**src/rtl/fir_win_pkg.sv**
```systemverilog
`timescale 1ns / 1ps
package fir_win_pkg;

   // Two neighbouring output positions are evaluated per window firing.
   localparam int LANES = 2;

   // Tap weight for position idx: odd values rising from 3.
   function automatic int tap_coef(input int idx);
      return 2 * idx + 3;
   endfunction

   // Sum of all weights, sets the exact accumulator width.
   function automatic int coef_sum(input int taps);
      int acc;
      acc = 0;
      for (int i = 0; i < taps; i++) acc += tap_coef(i);
      return acc;
   endfunction

   typedef enum logic [0:0] {
      ST_IDLE = 1'b0,
      ST_RUN  = 1'b1
   } run_state_e;

endpackage

```
**src/rtl/fir_win_buffer.sv**
```systemverilog
`timescale 1ns / 1ps
module fir_win_buffer #(
   parameter  int DATA_W    = 16,
   parameter  int TAPS      = 5,
   parameter  int BLOCK_LEN = 516,
   localparam int WIN       = TAPS + 1,
   localparam int CNT_W     = $clog2(WIN + 1),
   localparam int RX_W      = $clog2(BLOCK_LEN + 1)
) (
   input  logic                         clk,
   input  logic                         rst_n,
   input  logic                         run_i,
   input  logic                         clear_i,
   input  logic                         in_valid_i,
   input  logic [DATA_W-1:0]            in_data_i,
   output logic                         in_ready_o,
   input  logic                         adv_i,
   output logic                         fire_o,
   output logic                         pair_o,
   output logic [WIN-1:0][DATA_W-1:0]   win_o
);

   logic [WIN-1:0][DATA_W-1:0] win_q;
   logic [CNT_W-1:0]           cnt_q;
   logic [RX_W-1:0]            rx_q;
   logic                       take;
   logic                       full_win;
   logic                       tail_win;

   assign in_ready_o = run_i && (rx_q != RX_W'(BLOCK_LEN)) && (cnt_q != CNT_W'(WIN));
   assign take       = in_valid_i && in_ready_o;
   assign full_win   = (cnt_q == CNT_W'(WIN));
   // odd result count: last window holds exactly TAPS samples once the block is in
   assign tail_win   = (cnt_q == CNT_W'(TAPS)) && (rx_q == RX_W'(BLOCK_LEN));
   assign fire_o     = run_i && (full_win || tail_win) && adv_i;
   assign pair_o     = full_win;
   assign win_o      = win_q;

   always_ff @(posedge clk or negedge rst_n) begin
      if (!rst_n) begin
         cnt_q <= '0;
         rx_q  <= '0;
      end else if (clear_i) begin
         cnt_q <= '0;
         rx_q  <= '0;
      end else if (take) begin
         cnt_q <= cnt_q + 1'b1;
         rx_q  <= rx_q + 1'b1;
      end else if (fire_o) begin
         cnt_q <= cnt_q - CNT_W'(2);
      end
   end

   // Slot i takes the next sample when it is the fill point; a firing drops the two oldest.
   always_ff @(posedge clk or negedge rst_n) begin
      if (!rst_n) begin
         win_q <= '0;
      end else begin
         for (int i = 0; i < WIN; i++) begin
            if (fire_o && (i + 2 < WIN)) win_q[i] <= win_q[(i + 2) % WIN];
            else if (take && cnt_q == CNT_W'(i)) win_q[i] <= in_data_i;
         end
      end
   end


   fire_after_fill_chk: assert property (@(posedge clk) disable iff (!rst_n)
      fire_o |-> (rx_q >= RX_W'(WIN) || rx_q == RX_W'(BLOCK_LEN)));


   rx_step_chk: assert property (@(posedge clk) disable iff (!rst_n)
      (take && !clear_i) |=> (rx_q == $past(rx_q) + 1'b1 && rx_q <= RX_W'(BLOCK_LEN)));

endmodule

```
**src/rtl/fir_pair_datapath.sv**
```systemverilog
`timescale 1ns / 1ps
module fir_pair_datapath #(
   parameter  int DATA_W = 16,
   parameter  int TAPS   = 5,
   parameter  int ACC_W  = 22,
   localparam int WIN    = TAPS + 1,
   localparam int LANES  = fir_win_pkg::LANES
) (
   input  logic                          clk,
   input  logic                          rst_n,
   input  logic                          fire_i,
   input  logic                          pair_i,
   input  logic [WIN-1:0][DATA_W-1:0]    win_i,
   input  logic                          push_ok_i,
   output logic                          adv_o,
   output logic                          res_v_o,
   output logic                          res_pair_o,
   output logic [LANES-1:0][ACC_W-1:0]   res_o
);

   logic s1_v_q, s1_pair_q, s2_v_q, s2_pair_q;
   logic adv2;

   // the whole pipe moves only where the stage ahead frees up
   assign adv2       = !s2_v_q || push_ok_i;
   assign adv_o      = !s1_v_q || adv2;
   assign res_v_o    = s2_v_q;
   assign res_pair_o = s2_pair_q;

   always_ff @(posedge clk or negedge rst_n) begin
      if (!rst_n) begin
         s1_v_q    <= 1'b0;
         s1_pair_q <= 1'b0;
         s2_v_q    <= 1'b0;
         s2_pair_q <= 1'b0;
      end else begin
         if (adv_o) begin
            s1_v_q    <= fire_i;
            s1_pair_q <= pair_i;
         end
         if (adv2) begin
            s2_v_q    <= s1_v_q;
            s2_pair_q <= s1_pair_q;
         end
      end
   end

   for (genvar l = 0; l < LANES; l++) begin : g_lane
      logic [TAPS-1:0][ACC_W-1:0] part;
      logic [ACC_W-1:0]           sum_q;

      for (genvar t = 0; t < TAPS; t++) begin : g_tap
         localparam logic signed [ACC_W-1:0] COEF = ACC_W'(fir_win_pkg::tap_coef(t));
         logic signed [ACC_W-1:0] prod_q;

         always_ff @(posedge clk or negedge rst_n) begin
            if (!rst_n) prod_q <= '0;
            else if (adv_o) prod_q <= ACC_W'($signed(win_i[l + t])) * COEF;
         end

         if (t == 0) begin : g_head
            assign part[t] = prod_q;
         end else begin : g_link
            assign part[t] = part[t - 1] + prod_q;
         end
      end

      always_ff @(posedge clk or negedge rst_n) begin
         if (!rst_n) sum_q <= '0;
         else if (adv2) sum_q <= part[TAPS - 1];
      end

      assign res_o[l] = sum_q;
   end


   stage_hold_chk: assert property (@(posedge clk) disable iff (!rst_n)
      (res_v_o && !push_ok_i) |=> (res_v_o && $stable(res_o) && $stable(res_pair_o)));

endmodule

```
**src/rtl/fir_out_fifo.sv**
```systemverilog
`timescale 1ns / 1ps
module fir_out_fifo #(
   parameter  int W     = 22,
   parameter  int DEPTH = 4,
   parameter  int LANES = 2,
   localparam int PTR_W = $clog2(DEPTH),
   localparam int CNT_W = $clog2(DEPTH + 1)
) (
   input  logic                      clk,
   input  logic                      rst_n,
   input  logic                      push_v_i,
   input  logic                      push_two_i,
   input  logic [LANES-1:0][W-1:0]   push_data_i,
   output logic                      push_ok_o,
   output logic                      out_valid_o,
   input  logic                      out_ready_i,
   output logic [W-1:0]              out_data_o,
   output logic                      pop_o
);

   if (DEPTH < 2 || (DEPTH & (DEPTH - 1)) != 0) begin : g_bad_depth
      $error("fir_out_fifo: DEPTH must be a power of two, at least 2");
   end
   if (LANES != 2) begin : g_bad_lanes
      $error("fir_out_fifo: built for a two-wide write");
   end

   logic [W-1:0]     mem_q [DEPTH];
   logic [PTR_W-1:0] wptr_q, rptr_q;
   logic [CNT_W-1:0] count_q, free, need;
   logic             push;

   assign free        = CNT_W'(DEPTH) - count_q;
   assign need        = push_two_i ? CNT_W'(2) : CNT_W'(1);
   assign push_ok_o   = (free >= need);
   assign push        = push_v_i && push_ok_o;
   assign out_valid_o = (count_q != '0);
   assign out_data_o  = mem_q[rptr_q];
   assign pop_o       = out_valid_o && out_ready_i;

   always_ff @(posedge clk) begin
      if (push) begin
         mem_q[wptr_q] <= push_data_i[0];
         if (push_two_i) mem_q[wptr_q + 1'b1] <= push_data_i[1];
      end
   end

   always_ff @(posedge clk or negedge rst_n) begin
      if (!rst_n) begin
         wptr_q  <= '0;
         rptr_q  <= '0;
         count_q <= '0;
      end else begin
         if (push) wptr_q <= wptr_q + PTR_W'(need);
         if (pop_o) rptr_q <= rptr_q + 1'b1;
         count_q <= count_q + (push ? need : CNT_W'(0)) - (pop_o ? CNT_W'(1) : CNT_W'(0));
      end
   end


   no_overflow_chk: assert property (@(posedge clk) disable iff (!rst_n)
      count_q <= CNT_W'(DEPTH));


   out_hold_chk: assert property (@(posedge clk) disable iff (!rst_n)
      (out_valid_o && !out_ready_i) |=> (out_valid_o && $stable(out_data_o)));

endmodule

```
**src/rtl/fir_win_stream.sv**
```systemverilog
`timescale 1ns / 1ps
module fir_win_stream #(
   parameter  int DATA_W     = 16,
   parameter  int TAPS       = 5,
   parameter  int BLOCK_LEN  = 516,
   parameter  int FIFO_DEPTH = 4,
   localparam int ACC_W      = DATA_W + $clog2(fir_win_pkg::coef_sum(TAPS) + 1)
) (
   input  logic              clk,
   input  logic              rst_n,
   input  logic              start_i,
   output logic              done_o,
   input  logic              in_valid_i,
   input  logic [DATA_W-1:0] in_data_i,
   output logic              in_ready_o,
   output logic              out_valid_o,
   output logic [ACC_W-1:0]  out_data_o,
   input  logic              out_ready_i
);
   import fir_win_pkg::*;

   localparam int WIN   = TAPS + 1;
   localparam int NOUT  = BLOCK_LEN - TAPS + 1;
   localparam int OC_W  = $clog2(NOUT + 1);

   if (TAPS < 2 || DATA_W < 2) begin : g_bad_shape
      $error("fir_win_stream: TAPS and DATA_W must be at least 2");
   end
   if (BLOCK_LEN < TAPS) begin : g_bad_len
      $error("fir_win_stream: BLOCK_LEN must cover at least one window");
   end

   run_state_e                  state_q;
   logic [OC_W-1:0]             oc_q;
   logic                        done_q;
   logic                        busy, launch, pop, last_pop;
   logic                        fire, pair, adv, res_v, res_pair, push_ok;
   logic [WIN-1:0][DATA_W-1:0]  win;
   logic [LANES-1:0][ACC_W-1:0] res;

   assign busy     = (state_q == ST_RUN);
   assign launch   = start_i && !busy;
   assign last_pop = pop && (oc_q == OC_W'(NOUT - 1));
   assign done_o   = done_q;

   always_ff @(posedge clk or negedge rst_n) begin
      if (!rst_n) begin
         state_q <= ST_IDLE;
         oc_q    <= '0;
         done_q  <= 1'b0;
      end else begin
         done_q <= last_pop;
         if (launch) begin
            state_q <= ST_RUN;
            oc_q    <= '0;
         end else if (pop) begin
            oc_q <= oc_q + 1'b1;
            if (last_pop) state_q <= ST_IDLE;
         end
      end
   end

   fir_win_buffer #(
      .DATA_W   (DATA_W),
      .TAPS     (TAPS),
      .BLOCK_LEN(BLOCK_LEN)
   ) u_buffer (
      .clk       (clk),
      .rst_n     (rst_n),
      .run_i     (busy),
      .clear_i   (launch),
      .in_valid_i(in_valid_i),
      .in_data_i (in_data_i),
      .in_ready_o(in_ready_o),
      .adv_i     (adv),
      .fire_o    (fire),
      .pair_o    (pair),
      .win_o     (win)
   );

   fir_pair_datapath #(
      .DATA_W(DATA_W),
      .TAPS  (TAPS),
      .ACC_W (ACC_W)
   ) u_datapath (
      .clk       (clk),
      .rst_n     (rst_n),
      .fire_i    (fire),
      .pair_i    (pair),
      .win_i     (win),
      .push_ok_i (push_ok),
      .adv_o     (adv),
      .res_v_o   (res_v),
      .res_pair_o(res_pair),
      .res_o     (res)
   );

   fir_out_fifo #(
      .W    (ACC_W),
      .DEPTH(FIFO_DEPTH),
      .LANES(LANES)
   ) u_fifo (
      .clk        (clk),
      .rst_n      (rst_n),
      .push_v_i   (res_v),
      .push_two_i (res_pair),
      .push_data_i(res),
      .push_ok_o  (push_ok),
      .out_valid_o(out_valid_o),
      .out_ready_i(out_ready_i),
      .out_data_o (out_data_o),
      .pop_o      (pop)
   );


   done_pulse_chk: assert property (@(posedge clk) disable iff (!rst_n)
      done_o |=> !done_o);


   done_cause_chk: assert property (@(posedge clk) disable iff (!rst_n)
      done_o |-> $past(out_valid_o && out_ready_i));


   restart_ignored_chk: assert property (@(posedge clk) disable iff (!rst_n)
      (start_i && busy && !last_pop) |=> (busy && in_ready_o == $past(in_ready_o) || !$past(in_ready_o) || $past(in_valid_i)));

endmodule

```
**config.mk**
```make
export PLATFORM = sky130hd
export DESIGN_NAME = fir_win_stream
export DESIGN_NICKNAME = d
export VERILOG_FILES = /design/src/rtl/fir_win_pkg.sv /design/src/rtl/fir_win_buffer.sv /design/src/rtl/fir_pair_datapath.sv /design/src/rtl/fir_out_fifo.sv /design/src/rtl/fir_win_stream.sv
export SDC_FILE = /design/constraint.sdc
export NUM_CORES = 2
export LEC_CHECK = 0
export ABC_AREA = 1
export BUFFER_PORTS_ARGS = -buffer_cell sky130_fd_sc_hd__buf_4
export CAP_MARGIN = 20
export CORE_ASPECT_RATIO = 0.7
export CORE_MARGIN = 1.5
export CORE_UTILIZATION = 25
export CTS_BUF_LIST = sky130_fd_sc_hd__clkbuf_16
export CTS_CLUSTER_DIAMETER = 40
export DETAILED_ROUTE_END_ITERATION = 12
export HOLD_SLACK_MARGIN = 0.15
export SLEW_MARGIN = 15
export SYNTH_ARGS = -nofsm -noshare
export SYNTH_HDL_FRONTEND = slang
export SYNTH_HIERARCHICAL = 1
export SYNTH_SLANG_ARGS = --single-unit
export TNS_END_PERCENT = 50
```
**constraint.sdc**
```tcl
create_clock -name clk -period 4.6 [get_ports clk]
set_input_delay 0.46 -clock clk [delete_from_list [all_inputs] [get_ports clk]]
set_output_delay 0.46 -clock clk [all_outputs]
set_load 0.03 [all_outputs]
```
==> flow_metrics.env <==
export IMPL_viasPerCell=4.66
export IMPL_end_kind="flip-flop"
export IMPL_clockBufferDepth=3
export IMPL_firstDrtPassIters=8
export IMPL_ys_seq_area_share_pct=30.9
export IMPL_synth_common_cells="nand2_1, inv_1, nand3_1"
export IMPL_routabilityCongestion=0.923
export IMPL_final_setup_viol_count=0
export IMPL_ys_flop_type="dfrtp_1"
export IMPL_cts_num_sinks=462
export IMPL_ctsResizeCount=0
export IMPL_worst_r2r_setup_slack_ps=860
export IMPL_place_ws_ps=875
export IMPL_ys_warn_count=6
export IMPL_ys_seq_elements=462
export IMPL_nets=5718
export IMPL_use_met1_pct=25.4
export IMPL_die_height_um=333
export IMPL_grt_pass1_vias=32000
export IMPL_track_usage_pct=16.0
export IMPL_timing_worst_setup_path_type="flip-flop to flip-flop"
export IMPL_grt_setup_unrepaired="no"
export IMPL_drive_gt1_share_pct=5.27
export IMPL_io_pins=46
export IMPL_hpwl_um=98000
export IMPL_cts_htree_levels=3
export IMPL_routed_wirelength_um=126000
export IMPL_ant_nets=0
export IMPL_critPathMaxFanout=3
export IMPL_placed_area_mm2=0.0413
export IMPL_yosysMostFrequentCell="nand2_1"
export IMPL_crit_arrival_ps=4280
export IMPL_fin_cells=7277
export IMPL_min_path_type="input port to flip-flop"
export IMPL_fp_row_count=120
export IMPL_netlist_instances=5123
export IMPL_slew_violations=0
export IMPL_drc_errors=0
export IMPL_drt_iter0_markers=3404
export IMPL_portBuffers=45
export IMPL_cts_tree="built"
export IMPL_fin_crit_ps=3740
export IMPL_postSynth_asyncResetShare_pct=81.0
export IMPL_synth_edf_count=88
export IMPL_use_met2_pct=21.7
export IMPL_top_usage_layer="met1"
export IMPL_synth_top_area_share_pct=24.1
export IMPL_dieWidth_um=474
export IMPL_clk_pin_slew_ps=60
export IMPL_cts_root_buffer="clkbuf_16"
export IMPL_grt_max_degree=186
export IMPL_syn_area_mm2=0.0388
export IMPL_dieArea_mm2=0.158
export IMPL_dp_cells=7138
export IMPL_grtUsageMet3_pct=3.17
export IMPL_netlist_top_cells_area="dfrtp_1, nand2_1, ha_1"
export IMPL_initial_utilization_pct=25.3
export IMPL_syn_avg_cell_area_um2=7.58
export IMPL_tightest_slew_ps=1030
export IMPL_final_area_mm2=0.0437
export IMPL_synth_cell_types=51
export IMPL_fmax_mhz=268
export IMPL_period_share_pct=81.3
export IMPL_fin_skew_ps=26.1
export IMPL_overflow=0
export IMPL_core_area_mm2=0.154
export IMPL_maxCapViolations=0
export IMPL_min_path_cells=3
export IMPL_setup_tns_ps=0
export IMPL_cts_inserted_buffers=68
export IMPL_antenna_cells=0
export IMPL_synth_top_cell_by_area="dfrtp_1"
export IMPL_syn_num_nets=5692
export IMPL_antenna_found_initial=2
export IMPL_slew_limit_headroom_pct=31.0
export IMPL_nFillCells=16500
export IMPL_clk_latency_ps=660
export IMPL_hold_viol=0
export IMPL_status="complete, no violations"
export IMPL_route_vias_total=33900
export IMPL_wl_per_cell_um=17.3
export IMPL_cp_start_kind="flip-flop"
export IMPL_area_growth_pct=12.6
export IMPL_grt_pass1_wl_um=195000
export IMPL_crit_required_ps=5150
export IMPL_r2r_worst_path_cells=15
export IMPL_finalWorstSetupSlack_ps=862
-- registers in the layout, summed over array words and instances (netlist names), 2 cells and up --
register / count
u_datapath/g_lane.g_tap.prod_q: 198
u_buffer/win_o: 96
u_fifo/mem_q: 88
u_datapath/g_lane.sum_q: 44
oc_q: 10
u_buffer/rx_q: 10
u_buffer/cnt_q: 3
u_fifo/count_q: 3
u_fifo/rptr_q: 2
u_fifo/wptr_q: 2
-- layout by cell type (no fill, tap or decap), types with 5 or more instances in the layout --
| master | instances |
|---|---|
| dlygate4sd3_1 | 15 |
| a22oi_1 | 5 |
| ha_1 | 365 |
| o21ai_0 | 244 |
| dfrtp_1 | 373 |
| clkinv_4 | 7 |
| nand3b_1 | 48 |
| xor2_1 | 46 |
| a21oi_1 | 159 |
| nand4_1 | 127 |
| nand2_2 | 8 |
| nor3_1 | 14 |
| o22ai_1 | 27 |
| fa_1 | 183 |
| clkinv_2 | 5 |
| nor2_1 | 267 |
| inv_1 | 946 |
| o21ai_2 | 6 |
| o21bai_1 | 31 |
| xnor2_1 | 49 |
| and2_1 | 6 |
| a21o_1 | 6 |
| inv_2 | 14 |
| nand2_1 | 1359 |
| buf_4 | 79 |
| buf_12 | 5 |
| edfxtp_1 | 88 |
| o21ai_1 | 29 |
| a31oi_1 | 10 |
| clkbuf_16 | 69 |
| nand3_1 | 498 |
| clkinv_1 | 8 |
| inv_6 | 18 |
| or2_2 | 18 |
-- cells by family after synthesis --
family / share of synthesized area (%)
xor gates and xnor gates: 2.14
buffers and inverters: 11.5
AOI/OAI and AO/OA: 7.48
and+or+nand+nor: 26.8
DFF: 30.9
adders and majority gates: 21.2
-- routing by layer --
| layer | vias to the layer above | wire [um] |
|---|---|---|
| met3 | 141 | 11300 |
| met4 | 2 | 2320 |
| met2 | 1208 | 48400 |
| li1 | 16400 | - |
| met1 | 16100 | 64000 |
| met5 | - | 58 |
-- repair_timing --
action,in CTS,in global routing
hold buffers,15,0
buffers inserted,0,0
endpoints found under the hold margin,106,0
-- path summary, 6_finish.rpt --
kind                                                                  to                                     from
max in group asynchronous                              u_buffer/win_o[9]                                    rst_n
worst min-delay path                                  u_buffer/win_o[94]                            in_data_i[14]
min in group asynchronous       u_datapath/g_lane[1].g_tap[4].prod_q[18]                                    rst_n
worst min register to register                                    done_o                                  oc_q[9]
worst max-delay path                      u_datapath/g_lane[0].sum_q[17]  u_datapath/g_lane[0].g_tap[0].prod_q[1]
worst max register to register            u_datapath/g_lane[0].sum_q[17]  u_datapath/g_lane[0].g_tap[0].prod_q[1]
-- stage by stage --
stage | util (%) | hold WS [ps]
after floorplan | - | 164
after global placement | 26.9 | 458
after detailed placement | 26.9 | 460
after CTS | 28.5 | 151
after global routing | 28.5 | 173
final | 28.5 | 204
-- critical path, stage by stage, from the launching register on --
cell and delay, ps:
dfrtp_1 320, inv_1 60, fa_1 560, fa_1 430
fa_1 490, inv_1 50, ha_1 250, fa_1 480
nand3_1 200, nand3_1 180, nand2_1 100, nand3_1 140
nand3_1 160, nand3b_1 90, nand3_1 90, nand2_1 50
-- area by class of cell --
| class | instances | area (um2) | area share, % |
|---|---|---|---|
| Inverter | 959 | 3600 | 8.24 |
| Sequential cell | 462 | 12000 | 27.5 |
| Timing Repair Buffer | 100 | 858 | 1.96 |
| Multi-Input combinational cell | 3558 | 22400 | 51.2 |
| Clock inverter | 55 | 541 | 1.24 |
| Tap cell | 2074 | 2590 | 5.93 |
| Clock buffer | 69 | 1730 | 3.95 |
Power is left out: the tool's default activity adds up to more than one toggle a clock period on the data nets, which glitch-free logic cannot reach.
